<file path="config.mk">
export PLATFORM = sky130hd
export DESIGN_NAME = pctrc_enc
export DESIGN_NICKNAME = d
export VERILOG_FILES = /design/src/rtl/pctrc_pkg.sv /design/src/rtl/pctrc_acc.sv /design/src/rtl/pctrc_ctl.sv /design/src/rtl/pctrc_enc.sv
export SDC_FILE = /design/constraint.sdc
export NUM_CORES = 1
export LEC_CHECK = 0
export ABC_AREA = 1
export BUFFER_PORTS_ARGS = -buffer_cell sky130_fd_sc_hd__buf_4
export CORE_AREA = 2 2 104 106
export CTS_BUF_LIST = sky130_fd_sc_hd__clkbuf_4 sky130_fd_sc_hd__clkbuf_8
export DETAILED_ROUTE_END_ITERATION = 10
export DIE_AREA = 0 0 106 108
export GPL_TIMING_DRIVEN = 0
export PLACE_DENSITY = 0.67
export RECOVER_POWER = 25
export SYNTH_ARGS = -nofsm -noshare
export SYNTH_HDL_FRONTEND = slang
export SYNTH_SLANG_ARGS = --single-unit
</file>
<file path="constraint.sdc">
create_clock -name clk -period 3.2 [get_ports clk]
set_clock_uncertainty 0.1 [all_clocks]
set_input_delay 0.64 -clock clk [delete_from_list [all_inputs] [get_ports clk]]
set_output_delay 0.64 -clock clk [all_outputs]
set_load 0.05 [all_outputs]
</file>
<file path="src/rtl/pctrc_pkg.sv">
package pctrc_pkg;

    typedef enum logic [1:0] {
        ST_IDLE,
        ST_TRACK,
        ST_HOLD
    } pctrc_state_e;

    typedef enum logic [1:0] {
        ACC_KEEP,
        ACC_ADD,
        ACC_CLR
    } acc_op_e;

    localparam logic [1:0] INFO_PACKED = 2'b00;
    localparam logic [1:0] INFO_ONE    = 2'b01;
    localparam logic [1:0] INFO_TWO    = 2'b10;
    localparam logic [1:0] INFO_FULL   = 2'b11;

endpackage

</file>
<file path="src/rtl/pctrc_acc.sv">
module pctrc_acc
    import pctrc_pkg::*;
#(
    parameter int OFF_W = 6,
    parameter int SLOTS = 3,
    parameter int CNT_W = 2
) (
    input  logic                   clk,
    input  logic                   rst_n,
    input  acc_op_e                op,
    input  logic [OFF_W-1:0]       off,
    output logic [CNT_W-1:0]       count,
    output logic [SLOTS*OFF_W-1:0] cur,
    output logic [SLOTS*OFF_W-1:0] merged
);

    always_ff @(posedge clk or negedge rst_n) begin
        if (!rst_n) begin
            count <= '0;
        end else if (op == ACC_CLR) begin
            count <= '0;
        end else if (op == ACC_ADD) begin
            count <= count + 1'b1;
        end
    end

    for (genvar s = 0; s < SLOTS; s++) begin : g_slot
        logic [OFF_W-1:0] q;

        always_ff @(posedge clk or negedge rst_n) begin
            if (!rst_n) begin
                q <= '0;
            end else if (op == ACC_CLR) begin
                q <= '0;
            end else if (op == ACC_ADD && count == CNT_W'(s)) begin
                q <= off;
            end
        end

        assign cur[s*OFF_W +: OFF_W]    = q;
        assign merged[s*OFF_W +: OFF_W] = (count == CNT_W'(s)) ? off : q;
    end

endmodule

</file>
<file path="src/rtl/pctrc_ctl.sv">
module pctrc_ctl
    import pctrc_pkg::*;
#(
    parameter int PC_W  = 18,
    parameter int OFF_W = 6,
    parameter int SLOTS = 3,
    parameter int CNT_W = 2
) (
    input  logic                   clk,
    input  logic                   rst_n,
    input  logic                   trace_en,
    input  logic                   exec_vld,
    input  logic [PC_W-1:0]        exec_pc,
    input  logic [CNT_W-1:0]       acc_cnt,
    input  logic [SLOTS*OFF_W-1:0] acc_cur,
    input  logic [SLOTS*OFF_W-1:0] acc_merged,
    output acc_op_e                acc_op,
    output logic                   row_wr,
    output logic [1:0]             row_info,
    output logic [PC_W-1:0]        row_data,
    output logic                   row_flush
);

    localparam int REG_W = PC_W - OFF_W;

    pctrc_state_e    state_q, state_d;
    logic [REG_W-1:0] region_q, region_d;
    logic [PC_W-1:0]  hold_q, hold_d;

    logic            e_wr, e_flush;
    logic [1:0]      e_info;
    logic [PC_W-1:0] e_data;
    logic            same_trk, same_hold;
    logic [1:0]      part_info;

    assign same_trk  = exec_pc[PC_W-1:OFF_W] == region_q;
    assign same_hold = exec_pc[PC_W-1:OFF_W] == hold_q[PC_W-1:OFF_W];
    assign part_info = (acc_cnt == CNT_W'(1)) ? INFO_ONE : INFO_TWO;

    // state register
    always_ff @(posedge clk or negedge rst_n) begin
        if (!rst_n) begin
            state_q  <= ST_IDLE;
            region_q <= '0;
            hold_q   <= '0;
        end else begin
            state_q  <= state_d;
            region_q <= region_d;
            hold_q   <= hold_d;
        end
    end

    // transitions and row decision
    always_comb begin
        state_d  = state_q;
        region_d = region_q;
        hold_d   = hold_q;
        acc_op   = ACC_KEEP;
        e_wr     = 1'b0;
        e_info   = INFO_FULL;
        e_data   = exec_pc;
        e_flush  = 1'b0;
        unique case (state_q)
            ST_IDLE: begin
                if (trace_en && exec_vld) begin
                    // start
                    e_wr     = 1'b1;
                    region_d = exec_pc[PC_W-1:OFF_W];
                    state_d  = ST_TRACK;
                end
            end
            ST_TRACK: begin
                if (!trace_en) begin
                    // stop
                    if (acc_cnt != '0) begin
                        e_wr    = 1'b1;
                        e_info  = part_info;
                        e_data  = acc_cur;
                        e_flush = 1'b1;
                    end
                    acc_op  = ACC_CLR;
                    state_d = ST_IDLE;
                end else if (exec_vld) begin
                    if (same_trk) begin
                        // pack
                        if (acc_cnt == CNT_W'(SLOTS-1)) begin
                            e_wr   = 1'b1;
                            e_info = INFO_PACKED;
                            e_data = acc_merged;
                            acc_op = ACC_CLR;
                        end else begin
                            acc_op = ACC_ADD;
                        end
                    end else if (acc_cnt == '0) begin
                        // pack (crossing, nothing pending)
                        e_wr     = 1'b1;
                        region_d = exec_pc[PC_W-1:OFF_W];
                    end else begin
                        // split
                        e_wr    = 1'b1;
                        e_info  = part_info;
                        e_data  = acc_cur;
                        acc_op  = ACC_CLR;
                        hold_d  = exec_pc;
                        state_d = ST_HOLD;
                    end
                end
            end
            ST_HOLD: begin
                e_wr     = 1'b1;
                e_data   = hold_q;
                region_d = hold_q[PC_W-1:OFF_W];
                if (!trace_en) begin
                    // stop
                    state_d = ST_IDLE;
                end else if (exec_vld && !same_hold) begin
                    // rehold
                    hold_d = exec_pc;
                end else begin
                    // resume
                    if (exec_vld) begin
                        acc_op = ACC_ADD;
                    end
                    state_d = ST_TRACK;
                end
            end
            default: state_d = ST_IDLE;
        endcase
    end

    // registered row outputs
    always_ff @(posedge clk or negedge rst_n) begin
        if (!rst_n) begin
            row_wr    <= 1'b0;
            row_info  <= INFO_PACKED;
            row_data  <= '0;
            row_flush <= 1'b0;
        end else begin
            row_wr    <= e_wr;
            row_info  <= e_wr ? e_info : INFO_PACKED;
            row_data  <= e_wr ? e_data : '0;
            row_flush <= e_wr & e_flush;
        end
    end

endmodule

</file>
<file path="src/rtl/pctrc_enc.sv">
module pctrc_enc
    import pctrc_pkg::*;
#(
    parameter int PC_W  = 18,
    parameter int OFF_W = 6
) (
    input  logic            clk,
    input  logic            rst_n,
    input  logic            trace_en,
    input  logic            exec_vld,
    input  logic [PC_W-1:0] exec_pc,
    output logic            row_wr,
    output logic [1:0]      row_info,
    output logic [PC_W-1:0] row_data,
    output logic            row_flush
);

    localparam int SLOTS = PC_W / OFF_W;
    localparam int CNT_W = $clog2(SLOTS + 1);

    acc_op_e                acc_op;
    logic [CNT_W-1:0]       acc_cnt;
    logic [SLOTS*OFF_W-1:0] acc_cur;
    logic [SLOTS*OFF_W-1:0] acc_merged;

    pctrc_acc #(
        .OFF_W(OFF_W),
        .SLOTS(SLOTS),
        .CNT_W(CNT_W)
    ) u_acc (
        .clk   (clk),
        .rst_n (rst_n),
        .op    (acc_op),
        .off   (exec_pc[OFF_W-1:0]),
        .count (acc_cnt),
        .cur   (acc_cur),
        .merged(acc_merged)
    );

    pctrc_ctl #(
        .PC_W (PC_W),
        .OFF_W(OFF_W),
        .SLOTS(SLOTS),
        .CNT_W(CNT_W)
    ) u_ctl (
        .clk       (clk),
        .rst_n     (rst_n),
        .trace_en  (trace_en),
        .exec_vld  (exec_vld),
        .exec_pc   (exec_pc),
        .acc_cnt   (acc_cnt),
        .acc_cur   (acc_cur),
        .acc_merged(acc_merged),
        .acc_op    (acc_op),
        .row_wr    (row_wr),
        .row_info  (row_info),
        .row_data  (row_data),
        .row_flush (row_flush)
    );

endmodule

</file>
==> results by group, run 1 <==
Layout
  • Commonest non-fill, non-tap cell in the layout: nand2_1
  • Layout Nets: 817
  • Post-Layout Inst Area: 5640 µm²
  • Layout Utilization: 55.1%
  • Synth-to-Final Area Change: 12.4%
  • Layout cells sized above 1: 12.7%
  • Leading cell types in the layout, fill and taps excluded: nand2_1, nor2_1, dfrtp_1
  • Ant. Diodes: 0

Synth
  • Avg Synthesized Cell Area: 6.77 µm²
  • YS warnings: 0
  • Seq cells post-synth: 74
  • Synth top area share: 36.9%
  • Net count after synthesis: 773
  • Yosys cell types: 31
  • Syn Inst Count: 741
  • Synth area leader: dfrtp_1
  • Sequential share of the synthesized area: 36.9%
  • Main area contributors after synthesis: dfrtp_1, nand2_1, o21ai_0, nor2_1, inv_1
  • Post-Syn Area: 5020 µm²

Routing
  • Number of remaining DRC errors: 0
  • DRT iter0 DRCs: 470
  • Final WL: 15.0 mm
  • Routed vias: 5,074
  • Post-route ant nets: 0
  • Via-to-Cell Ratio: 5.49
  • First-pass DRT Iterations: 6
  • Post-DR wirelength/cell: 16.2 µm

Timing
  • Setup violations, final: 0
  • Max-slew headroom: -24.8%
  • Worst hold slack: 376 ps
  • Final Hold Vio Count: 0
  • Fin crit share: 91.2%
  • Final min period: 2920 ps
  • Worst-Margin Slew: 1870 ps
  • Slew Viols, Final: 75
  • Max frequency: 343 MHz
  • Setup WS post-layout: 281 ps
  • RSZ-0062 raised after global routing: no

Worst setup path
  • Setup crit start: u_ctl.state_q[1]$_DFFE_PN0P_
  • FF-to-FF Start: u_ctl.state_q[1]$_DFFE_PN0P_
  • Max incr delay on CP: 410 ps
  • Slowest stage cell on the critical path: dfrtp_1
  • Critical Path Most Common Cell: inv_1
  • Cell family with most CP delay: buffers and inverters
  • CP Buf/Inv Count: 6
  • Worst path cell trace: inv_1, ha_1, buf_2, inv_1, buf_2, o22ai_1, nand3_1, ha_1, clkbuf_1, inv_1, nand2_1, o21ai_0
  • Crit path kind: reg2reg
  • Critical path arrival: 3070 ps
  • Setup crit end kind: flop
  • Startpoint Class: flop
  • WP data required: 3350 ps
  • Crit-path max FO: 12

Global routing
  • First-pass GRT wire length: 24.0 mm
  • Initial antenna violation count: 0
  • Vias in the first global route: 4,698
  • Overflow after GRT: 0
  • All-Layer GR Usage: 27.4%
  • Largest net degree at the start of global routing: 75

Clocking
  • Max clock buf depth: 2
  • H-tree depth: 3
  • Clk Latency, worst-skew pair: 370 ps
  • Hold-fix buffers at CTS: 0
  • Clock-pin slew on the worst setup and hold paths: 80 ps
  • TritonCTS Sinks: 74
  • CTS tree: built
  • Clk root buf: clkbuf_8
  • Num CTS Buffers: 9

Place
  • Routability cong.: 0.935
  • Post-DP HPWL: 11.1 mm
  • Dpl ws: -69.2 ps
  • Port bufs: 34
  • Placement Cell Area: 5440 µm²

Floorplan
  • Die area: 11,400 µm²
  • Rows: 37
  • Die Height: 108 µm
  • Core Region: 10,200 µm²
  • Starting density of the core: 49.0%
  • Ports: 44
  • Die width: 106 µm

Min path
  • HP Start: u_ctl.hold_q[1]$_DFFE_PN0P_
  • Worst min-delay path class: reg2reg

Pwr
  • PwrDens: 990 nW/µm²
  • Lkg Pwr: 2.87 nW
  • Peak supply drop: 592 µV

Status
  • Failing checks: capacitance limit, slew limit
  • Status: finished, violations left

Run
  • Max-Cap Viols: 1
[per-layer routing]
metal,up-vias,global-route usage (%),wire length (µm)
li1,2445,-,-
met1,2416,37.2,6690
met2,189,44.1,6950
met3,24,4.58,1010
met4,0,10.7,309
met5,-,0,0
[Yosys cell counts]
cell and number:
xnor2_1 14, xnor2_2 1, clkinv_1 3, ha_1 10, nand3_4 2, nor2_1 81
nand3_1 32, a21oi_1 25, nor3_1 2, nand2_2 9, inv_1 69, buf_4 2
dfrtp_1 74, nand2_4 1, o21a_1 5, nor2_8 3, buf_2 18, nand4_4 1
o21ai_0 65, nand4_1 24, clkbuf_1 18, a31oi_1 1, o21ai_1 8, inv_2 8
a221oi_1 5, buf_6 2, o22ai_1 14, buf_1 2, nand2_1 240, a21oi_4 1
a211oi_1 1
[timing repair]
action,CTS,global route
endpoints found under the setup margin,18,20
gates resized for setup,1,1
buffers inserted,0,1
[worst paths after layout]
check | slack [ps] | cells past startpoint | to
min in group asynchronous | 670 | 1 | u_acc.g_slot[1].q[5]$_DFFE_PN0P_
max in group asynchronous | 1210 | 1 | u_ctl.state_q[0]$_DFFE_PN0P_
hold / removal | 380 | 2 | u_ctl.hold_q[1]$_DFFE_PN0P_
setup reg to reg | 280 | 12 | u_acc.g_slot[1].q[0]$_DFFE_PN0P_
hold reg to reg | 380 | 2 | u_ctl.hold_q[1]$_DFFE_PN0P_
setup / recovery | 280 | 12 | u_acc.g_slot[1].q[0]$_DFFE_PN0P_
[logic make-up (layout without fill, tap and decap cells)]
logic type / Yosys count / count (layout) / synth area share [%]
DFF: 74 / 74 / 36.9
adders and majority gates: 10 / 10 / 2.49
and+or+nand+nor: 395 / 395 / 34.1
buffers and inverters: 122 / 170 / 10.0
AOI/OAI and AO/OA: 125 / 125 / 13.7
xor gates and xnor gates: 15 / 15 / 2.77
[cell type report]
class / count / area [µm²]
fill: 1030 / 4590
multi-input combinational: 545 / 2660
sequential: 74 / 1850
inverter: 80 / 304
timing repair buffer: 35 / 260
buffer: 40 / 196
tap: 136 / 170
clock buffer: 10 / 138
clock inverter: 5 / 55.1
[worst register-to-register path, stage by stage, from the launching register on]
cell and delay [ps]:
dfrtp_1 410, inv_1 80, ha_1 180, buf_2 200, inv_1 330, buf_2 340
o22ai_1 130, nand3_1 160, ha_1 170, clkbuf_1 280, inv_1 130, nand2_1 180
o21ai_0 110
[metrics by stage]
step                      instances  TNS [ps]  power (mW)
after CTS                       926         0        5.54
final                           925         0        5.58
after detailed placement        911      -906        4.78
after global placement          911      -429        4.72
after floorplan                 741         0        3.89
after global routing            925         0        6.06
[sequential cells by signal, indices dropped and copies added, names as in the netlist]
register         count
u_ctl.row_data      18
u_ctl.row_info       2
u_ctl.hold_q        18
u_acc.g_slot.q      18
u_ctl.row_flush      1
u_ctl.row_wr         1
u_ctl.region_q      12
u_acc.count          2
u_ctl.state_q        2
[where the power goes]
group	leakage [nW]	switching, mW	total, mW	internal, mW
combinational	1.82	2.32	3.37	1.05
clock	0.0941	0.374	0.748	0.374
sequential	0.964	0.187	1.46	1.27
total	2.87	2.88	5.58	2.70
(Power assumes the default switching activity.)
==> run 2: changes to the inputs <==
CORE_AREA = 3 3 105 107   (was 2 2 104 106)
DIE_AREA = 0 0 108 110   (was 0 0 106 108)
==> run 2 against run 1 <==
The flow still finishes with violations (capacitance limit, slew limit). Count of clock-buffer cells in the layout increased by 3. Via count grew 1.4%. Non-clock buffer count decreased by 1. Final cell count stayed put. Global-route usage fell by 1.4 points. Clock power fell by 9.6%. Sequential power about the same. Final area is 0.40% lower. Largest power group unchanged.
==> results by group, run 2 (synthesis results as in run 1) <==
Timing
  • Worst-Margin Slew: 1860 ps (-16.4 ps)
  • Max frequency: 343 MHz (about the same)
  • Setup WS post-layout: 281 ps (+0.343 ps)
  • Fin crit share: 91.2% (about the same)
  • Max-slew headroom: -23.7% (+1.1 points)
  • Setup violations, final: 0 (unchanged)
  • RSZ-0062 raised after global routing: no
  • Final min period: 2920 ps (-0.343 ps)
  • Final Hold Vio Count: 0 (unchanged)
  • Slew Viols, Final: 75 (unchanged)
  • Fin Setup TNS: 0 ps (unchanged)
  • Worst hold slack: 379 ps (+3.12 ps)

Worst setup path
  • Flop2flop setup slack: 280 ps (about the same)
  • End of the critical path: u_acc.g_slot[1].q[1]$_DFFE_PN0P_
  • FF-to-FF Start: u_ctl.state_q[1]$_DFFE_PN0P_
  • Setup crit end kind: flop
  • Reg2Reg Depth: 12 (unchanged)
  • WP data required: 3350 ps (about the same)
  • Crit-path max FO: 12 (unchanged)
  • Critical path arrival: 3060 ps (about the same)
  • Crit path kind: reg2reg
  • Reg2Reg Capture Point: u_acc.g_slot[1].q[1]$_DFFE_PN0P_
  • Setup crit start: u_ctl.state_q[1]$_DFFE_PN0P_
  • Startpoint Class: flop

Clocking
  • Max clock buf depth: 2 (unchanged)
  • Clock-pin slew on the worst setup and hold paths: 90 ps (about the same)
  • Post-CTS setup buffers: 0 (unchanged)
  • H-tree depth: 3 (unchanged)
  • Hold-fix buffers at CTS: 0 (unchanged)
  • Clk Latency, worst-skew pair: 360 ps (about the same)
  • CTS tree: built
  • Clk root buf: clkbuf_8
  • TritonCTS Sinks: 74 (unchanged)
  • Num CTS Buffers: 9 (unchanged)

Layout
  • Layout cells sized above 1: 12.8% (+0.13 points)
  • Leading cell types in the layout, fill and taps excluded: nand2_1, nor2_1, dfrtp_1
  • Layout Nets: 816 (-0.12%)
  • Ant. Diodes: 0 (unchanged)
  • Synth-to-Final Area Change: 11.9%
  • Non-Filler Instances: 925 (unchanged)
  • Commonest non-fill, non-tap cell in the layout: nand2_1
  • Largest registers: u_acc.g_slot.q x18, u_ctl.hold_q x18, u_ctl.row_data x18

Floorplan
  • Die area: 11,900 µm² (+3.8%)
  • Die width: 108 µm (+1.9%)
  • Core Region: 10,200 µm² (unchanged)
  • Rows: 37 (unchanged)
  • Ports: 44 (unchanged)
  • Starting density of the core: 49.0% (unchanged)
  • Die Height: 110 µm (+1.9%)

Pwr
  • Lkg Pwr: 2.87 nW (about the same)
  • Peak supply drop: 688 µV (+16%)
  • PwrDens: 978 nW/µm² (-1.2%)
  • Total chip power: 5.49 mW (-1.6%)

Run
  • Max-Cap Viols: 1 (unchanged)

Place
  • Routability cong.: 0.971 (+3.9%)
  • Post-placement cell count: 911 (unchanged)
  • Dpl ws: -84.1 ps (-14.9 ps)
  • Port bufs: 34 (unchanged)
  • Post-DP HPWL: 11.2 mm (+0.93%)

Global routing
  • Vias in the first global route: 4,778 (+1.7%)
  • First-pass GRT wire length: 23.8 mm (-1.1%)
  • Largest net degree at the start of global routing: 75 (unchanged)
  • Overflow after GRT: 0 (unchanged)
  • Initial antenna violation count: 0 (unchanged)
  • All-Layer GR Usage: 26.0% (-1.4 points)

Routing
  • Number of remaining DRC errors: 0 (unchanged)
  • First-pass DRT Iterations: 5 (-1)
  • Post-DR wirelength/cell: 16.2 µm (about the same)
  • Via-to-Cell Ratio: 5.56 (+1.4%)
  • Routed vias: 5,144 (+1.4%)
  • Post-route ant nets: 0 (unchanged)
  • DRT iter0 DRCs: 506 (+7.7%)
  • Final WL: 14.9 mm (about the same)

Min path
  • Worst min-delay path class: reg2reg
  • HP Start: u_ctl.hold_q[0]$_DFFE_PN0P_

Status
  • Status: finished, violations left
  • Failing checks: capacitance limit, slew limit
==> run 2: cell count changes in the layout (fill, tap and decap cells not counted) <==
cell,delta
clkinvlp_4,-2
clkinv_2,+1
ha_2,+1
buf_4,-1
clkbuf_4,+3
ha_1,-1
bufinv_16,-1
==> run 2: layout make-up <==
class                           instances  area (µm²)
Fill cell                            1017        4620
Multi-Input combinational cell        545        2670
Clock inverter                          3        15.0
Sequential cell                        74        1850
Buffer                                 40         196
Clock buffer                           13         160
Tap cell                              136         170
Inverter                               80         304
Timing Repair Buffer                   34         253
==> run 2: through the flow <==
step / utilization [%] / instance area [µm²]
floorplan: - / 5020
global placement: 53.2 / 5440
detailed placement: 53.2 / 5440
CTS: 54.9 / 5620
global route: 54.9 / 5620
finish: 54.9 / 5620
==> run 2: how the worst min path moves through the flow <==
stage / depth (start not counted) / slack, ps / endpoint
after floorplan: 0 / 240 / u_acc.count[0]$_DFFE_PN0P_
after global placement: 2 / 360 / u_ctl.hold_q[2]$_DFFE_PN0P_
after detailed placement: 2 / 360 / u_ctl.hold_q[0]$_DFFE_PN0P_
after CTS: 1 / 360 / u_acc.g_slot[2].q[5]$_DFFE_PN0P_
after global routing: 2 / 400 / u_ctl.hold_q[3]$_DFFE_PN0P_
final: 2 / 380 / u_ctl.hold_q[0]$_DFFE_PN0P_
==> run 2: critical path, stage by stage, from the launching register on <==
cell and delay, ps:
dfrtp_1 420, inv_1 80, ha_1 170, buf_2 190, inv_1 320, buf_2 340, o22ai_1 130, nand3_1 160
ha_1 170, clkbuf_1 290, inv_1 130, nand2_1 190, o21ai_0 120
==> run 2: timing repair <==
item / 4_1_cts / 5_1_grt
hold endpoints to repair: 0 / 0
endpoints found under the setup margin: 18 / 20
gates resized for setup: 1 / 2
==> run 2: report_power, final <==
group / switching, mW / total [mW] / internal, mW
registers: 0.187 / 1.46 / 1.27
logic: 2.30 / 3.35 / 1.05
clock network: 0.351 / 0.676 / 0.326
total: 2.84 / 5.49 / 2.65
==> run 2: metal layers <==
metal	share of wire [%]	track usage, %
met4	2.5	8.93
met1	43	36.2
met5	0	0
met3	8.3	4.54
met2	46	41.2
